## src/rtl/svx_pkg.sv

```systemverilog
package svx_pkg;
  localparam int FIELD_W = 5;
  localparam int TAG_W   = 3;
  localparam int SEL_W   = 2;                 // low tag bits / cr bit select
  localparam int CRF_OPW = 3;                 // cr field operand width
  localparam int GPR_W   = FIELD_W + SEL_W;   // 7
  localparam int CRF_W   = CRF_OPW + 4;       // 7
  localparam int NUM_W   = CRF_W + SEL_W;     // 9

  typedef struct packed {
    logic             vec;
    logic [NUM_W-1:0] num;
  } ext_res_t;
endpackage

```

## src/rtl/svx_tag_norm.sv

```systemverilog
module svx_tag_norm
  import svx_pkg::*;
(
  input  logic [TAG_W-1:0] tag_i,
  input  logic             wide_i,
  output logic [TAG_W-1:0] spec_o
);
  // narrow tag: scalar uses bit0 as low select, vector uses {bit0,0}
  always_comb begin
    if (wide_i)        spec_o = tag_i;
    else if (tag_i[1]) spec_o = {1'b1, tag_i[0], 1'b0};
    else               spec_o = {1'b0, 1'b0, tag_i[0]};
  end
endmodule

```

## src/rtl/svx_gpr_map.sv

```systemverilog
module svx_gpr_map
  import svx_pkg::*;
(
  input  logic [FIELD_W-1:0] field_i,
  input  logic [TAG_W-1:0]   spec_i,
  output logic [GPR_W-1:0]   num_o
);
  always_comb begin
    if (spec_i[TAG_W-1]) num_o = {field_i, spec_i[SEL_W-1:0]};
    else                 num_o = {spec_i[SEL_W-1:0], field_i};
  end
endmodule

```

## src/rtl/svx_cr_map.sv

```systemverilog
module svx_cr_map
  import svx_pkg::*;
(
  input  logic [CRF_OPW-1:0] op_i,
  input  logic [TAG_W-1:0]   spec_i,
  output logic [CRF_W-1:0]   num_o
);
  // vector: stride 16 with start offsets 0/4/8/12; scalar: CR0..CR31
  always_comb begin
    if (spec_i[TAG_W-1]) num_o = {op_i, spec_i[1], spec_i[0], 2'b00};
    else                 num_o = {2'b00, spec_i[1:0], op_i};
  end
endmodule

```

## src/rtl/svx_regext.sv

```systemverilog
module svx_regext
  import svx_pkg::*;
(
  input  logic               clk_i,
  input  logic               rst_ni,
  input  logic               valid_i,
  input  logic               cr_i,
  input  logic               crbit_i,
  input  logic               wide_i,
  input  logic [FIELD_W-1:0] field_i,
  input  logic [TAG_W-1:0]   tag_i,
  output logic               valid_o,
  output logic [NUM_W-1:0]   regnum_o,
  output logic               vec_o
);
  logic [TAG_W-1:0]   spec;
  logic [GPR_W-1:0]   gpr_num;
  logic [CRF_W-1:0]   crf_num;
  logic [CRF_OPW-1:0] cr_op;
  ext_res_t           res_d, res_q;
  logic               vld_q;

  svx_tag_norm u_norm (.tag_i(tag_i), .wide_i(wide_i), .spec_o(spec));

  svx_gpr_map u_gpr (.field_i(field_i), .spec_i(spec), .num_o(gpr_num));

  // bit operand: field number is the upper three bits
  assign cr_op = crbit_i ? field_i[FIELD_W-1:SEL_W] : field_i[CRF_OPW-1:0];

  svx_cr_map u_cr (.op_i(cr_op), .spec_i(spec), .num_o(crf_num));

  always_comb begin
    res_d.vec = spec[TAG_W-1];
    if (!cr_i)        res_d.num = NUM_W'(gpr_num);
    else if (crbit_i) res_d.num = {crf_num, field_i[SEL_W-1:0]};
    else              res_d.num = NUM_W'(crf_num);
  end

  always_ff @(posedge clk_i or negedge rst_ni) begin
    if (!rst_ni) begin
      vld_q <= 1'b0;
      res_q <= '0;
    end else begin
      vld_q <= valid_i;
      if (valid_i) res_q <= res_d;
    end
  end

  assign valid_o  = vld_q;
  assign regnum_o = res_q.num;
  assign vec_o    = res_q.vec;
endmodule

```

## config.mk

```make
export PLATFORM = sky130hd
export DESIGN_NAME = svx_regext
export DESIGN_NICKNAME = d
export VERILOG_FILES = /design/src/rtl/svx_pkg.sv /design/src/rtl/svx_tag_norm.sv /design/src/rtl/svx_gpr_map.sv /design/src/rtl/svx_cr_map.sv /design/src/rtl/svx_regext.sv
export SDC_FILE = /design/constraint.sdc
export NUM_CORES = 1
export LEC_CHECK = 0
export BUFFER_PORTS_ARGS = -buffer_cell sky130_fd_sc_hd__buf_4
export CAP_MARGIN = 40
export CORE_ASPECT_RATIO = 0.9
export CORE_UTILIZATION = 40
export DETAILED_ROUTE_END_ITERATION = 6
export GPL_ROUTABILITY_DRIVEN = 0
export PLACE_DENSITY = 0.63
export SETUP_SLACK_MARGIN = 0.1
export SLEW_MARGIN = 20
export SYNTH_ARGS = -nofsm -noshare
export SYNTH_HDL_FRONTEND = slang
export SYNTH_HIERARCHICAL = 1
export SYNTH_SLANG_ARGS = --single-unit
```

## constraint.sdc

```tcl
create_clock -name clk_i -period 2.3 [get_ports clk_i]
set_clock_uncertainty 0.1 [all_clocks]
set_input_delay 0.46 -clock clk_i [delete_from_list [all_inputs] [get_ports clk_i]]
set_output_delay 0.46 -clock clk_i [all_outputs]
set_load 0.02 [all_outputs]
```

* After elaboration in Yosys (flattened, before gate mapping)
Index checks and enable logic that the tools add are counted.
** Storage, ports and cells
- Input bits :: 14
- Bits in read-only memories :: 0
- Register bits :: 11
- Bits in latches :: 0
- Output and inout bits :: 11
- Memories kept :: 0
- Memory bits (writable) :: 0
** Operators by class
- Multiplexer cells :: 7
- Bitwise operators :: 0
- Order comparisons :: 0
- $mul :: 0
- Shift operators :: 0
- Add/sub/neg operators :: 0
- Div/mod/pow operators :: 0
- Equal/unequal tests :: 0
- Reductions and logical operators :: 0
** Operators with widths (count)
- two-way mux 9 bit :: 2
- two-way mux 7 bit :: 2
- two-way mux 3 bit :: 3

* Logic depth before layout (Yosys ltp)
- Depth after elaboration :: 5
- Gate-level depth with buffers :: 6

* Hierarchy
Netlist, hierarchy kept.
** By module, submodules not included
- svx_regext :: area an instance 593.1 µm², cells each 53, instances 1
- svx_gpr_map :: area an instance 116.4 µm², cells each 8, instances 1
- svx_cr_map :: area an instance 66.3 µm², cells each 7, instances 1
- svx_tag_norm :: area an instance 27.5 µm², cells each 5, instances 1

* Worst setup path before layout
No wires, ideal clock.
- Path kind :: input-to-reg
- From :: input crbit_i
- To :: register res_q (netlist bit regnum_o[4])
- Setup slack :: 673 ps
- Cell stages on the path :: 5
- Data arrival time :: 1396 ps
- Library setup time :: 131 ps
- Path buffers :: 1
- Cells stage by stage :: buf_6 -> mux2_2 -> mux2_2 -> mux2i_1 -> o211ai_1
** On the way
- Cells in the longest elaborated chain, start to end :: 4
** RTL lines
- start, declared :: RTL line svx_regext.sv:8 : input logic crbit_i,
- two-way mux 3 bit :: RTL line svx_regext.sv:28 : assign cr_op = crbit_i ? field_i[FIELD_W-1:SEL_W] : field_i[CRF_OPW-1:0];
- net cr_op[2] :: RTL line svx_regext.sv:19 : logic [CRF_OPW-1:0] cr_op;
- two-way mux 7 bit :: RTL line svx_cr_map.sv:10 : if (spec_i[TAG_W-1]) num_o = {op_i, spec_i[1], spec_i[0], 2'b00};
- net crf_num[2] :: RTL line svx_regext.sv:18 : logic [CRF_W-1:0] crf_num;
- two-way mux 9 bit :: RTL line svx_regext.sv:35 : else if (crbit_i) res_d.num = {crf_num, field_i[SEL_W-1:0]};
- two-way mux 9 bit :: RTL line svx_regext.sv:34 : if (!cr_i) res_d.num = NUM_W'(gpr_num);
- end signal, assigned :: RTL line svx_regext.sv:45 : if (valid_i) res_q <= res_d;
- end, declared :: RTL line svx_regext.sv:20 : ext_res_t res_d, res_q;
The timed path passes the listed nets, and every way through them passes these cells.
A chain may end at the register's enable or synchronous reset.

==> metrics <==
outcome=finished, final reports clean; Worst Tran Pin Value=between 0.3 and 0.4 ns; TritonRoute pass-1 iters=3; critical-path cell list=buf_4 > nand2b_1 > nand2_1 > buf_4 > mux2_4 > nand3b_1 > o211ai_1; clock power share=0.241; Max clock buf depth=2; Tcrit/Tclk final=0.704; Leakage=0.483 nW; most frequent cell after synthesis=dfrtp_1; number of synthesized flops with an enable pin=0; Routed Wire Length=about 1600 microns; Setup WS pre-CTS=~0.39 ns; GRT overflow=0; top cells by area in the synthesized netlist=dfrtp_1 34%, mux2_4 13%, mux2_2 9.8%, mux2i_1 8.7%, nand3b_1 6.5%; top cell type's share of synthesized area=0.343; largest net degree at the start of global routing=22; Antenna Cells=0; Crit Path Category=in2reg; area of the multi-input gates=slightly below 500 sq um; peak supply drop=0.000268 V; most frequent CP cell=buf_4; WL/cell=12.6 microns; CTS Root Cell=clkbuf_4; WP buf/inv=2; H-tree depth=1; Final Worst Setup Slack=0.681 ns; vias in the first global route=approximately 600; Top FF cell, synth=dfrtp_1; Die Wd=49.2 microns; Residual DRC=0; first-pass GRT wire length=2680 microns; Cell Area, Synth=803 sq um; Seq/Total Area, Yosys=0.343; register share of total power=0.406; combinational share of power=0.353; Skew-Pair Late Insertion Delay=0.26 ns; delay-heaviest family, CP=simple AND/OR/NAND/NOR gates; synthesis warning total=6; share of cells above drive strength 1=0.470; worst rel slew slack=0.778; row count=14; Sw Ratio=0.307; crit-path max FO=9; clock sink count=11; vias per cell=between 5 and 6; die height=about 45 microns; register area=275 sq um; element type at the critical path start=input pin; max-slew violation count=0; initial antenna violation count=0; synth unique cells=18; setup violators final=0; final worst path period need=1.62 ns; syn avg cell area=between 10 and 15 sq um; core footprint=1770 sq um; Crit. End Element=flop; final instance area=1030 sq um; Ports=25; Layout fillers=approximately 160; fmax=618 MHz; endpoints failing hold=0; WP data arrival=1.66 ns; Nets=approximately 120; Yosys reg bits=11; clk slew on worst S/H paths=roughly 0.070 ns; DR vias=643; largest area contributor in the netlist=dfrtp_1; pwr/cell area=536 nW/um^2; Post-synth ARST share=1.00; Antenna Nets Post-Route=0; Pint=384 uW; slowest cell delay on critical path=0.30 ns; total CTS buffers=3; MaxCap Viol Count=0; syn_nets=87; Setup TNS Final=0 ns; CTS tree=yes; Post-DP Area=between 900 and 1000 sq um; overall routing resource usage=0.161; port bufs=24; slowest cell on the critical path=mux2_4; synth cell count leaders=11 x dfrtp_1, 8 x nand2b_1; Finished Core Util=0.584; switching power=approximately 170 uW; Iter 0 DRT Violations=5; Syn Inst Count=73; setup repair after global routing missed its margin=false; Syn-to-layout area delta=28.7%; post_cts resized=0; die area=2190 sq um; Hold WC Path Type=in2reg; Initial Util=0.454; Power, Total=between 500 and 600 uW; worst path required time=2.34 ns; HPWL after DPL=1190 microns
registers in the layout (all words and copies together), names as in the netlist:
signal	flops
regnum_o	9
valid_o	1
vec_o	1
path summary, 6_finish.rpt:
kind / slack, ns / start / to / cells after the start
max: 0.68 / wide_i / regnum_o[1] / 7
min: 0.33 / valid_i / valid_o / 1
max reg2reg: 1.46 / vec_o / vec_o / 1
min reg2reg: 0.41 / regnum_o[6] / regnum_o[6] / 2
max in group asynchronous: 1.50 / rst_ni / regnum_o[6] / 2
min in group asynchronous: 0.46 / rst_ni / regnum_o[4] / 2
kinds of logic (layout without fill, tap and decap cells):
kind of cell,after synthesis,after routing,share of synthesized area
mux,21,21,0.316
compound gates,10,10,0.0872
flops,11,11,0.343
simple gates,25,25,0.206
buf+inv,6,33,0.0483
final cells by class:
type / instances / area share
Timing Repair Buffer: 27 / 0.199
Multi-Input combinational cell: 56 / 0.473
Inverter: 2 / 0.00726
Sequential cell: 11 / 0.266
Clock buffer: 4 / 0.0254
Tap cell: 24 / 0.0291
routing by layer:
metal | part of all wire | up-vias | track usage
li1 | - | 321 | -
met4 | 0 | 0 | 0.0706
met5 | 0 | - | 0
met3 | 0.042 | 0 | 0.0103
met1 | 0.49 | 301 | 0.217
met2 | 0.47 | 21 | 0.268
cells in the final DEF, fill, tap and decap left out:
cell type      count
clkbuf_1           1
and2b_2            2
o211ai_1           7
and2_1             1
buf_4             26
clkbuf_4           3
mux2_4             7
dlygate4sd3_1      1
dfrtp_1           11
and2_2             2
mux2_2             7
nand2b_1           8
inv_1              2
nand3b_1           7
mux2i_1            7
o21ai_0            2
nand4_1            2
nand2_1            3
o21a_1             1
power groups by stage:
| stage | clock [mW] | combinational (mW) | sequential (mW) |
|---|---|---|---|
| floorplan | 0 | 0.0947 | 0.256 |
| global placement | 0 | 0.194 | 0.229 |
| global route | 0.147 | 0.210 | 0.229 |
| CTS | 0.138 | 0.197 | 0.226 |
| finish | 0.134 | 0.195 | 0.225 |
| detailed placement | 0 | 0.195 | 0.229 |
metrics by stage:
step           instances  hold WS [ns]
5_1_grt              124         0.326
4_1_cts              124         0.323
3_5_place_dp         119         0.203
2_1_floorplan         73        0.0644
6_report             124         0.332
3_3_place_gp         119         0.205
timing repair:
| action | in CTS | in global routing |
|---|---|---|
| hold endpoints to repair | 11 | 0 |
| hold buffers | 1 | 0 |
| setup buffers | 0 | 0 |
No activity file was read; power rests on OpenSTA's default activity.
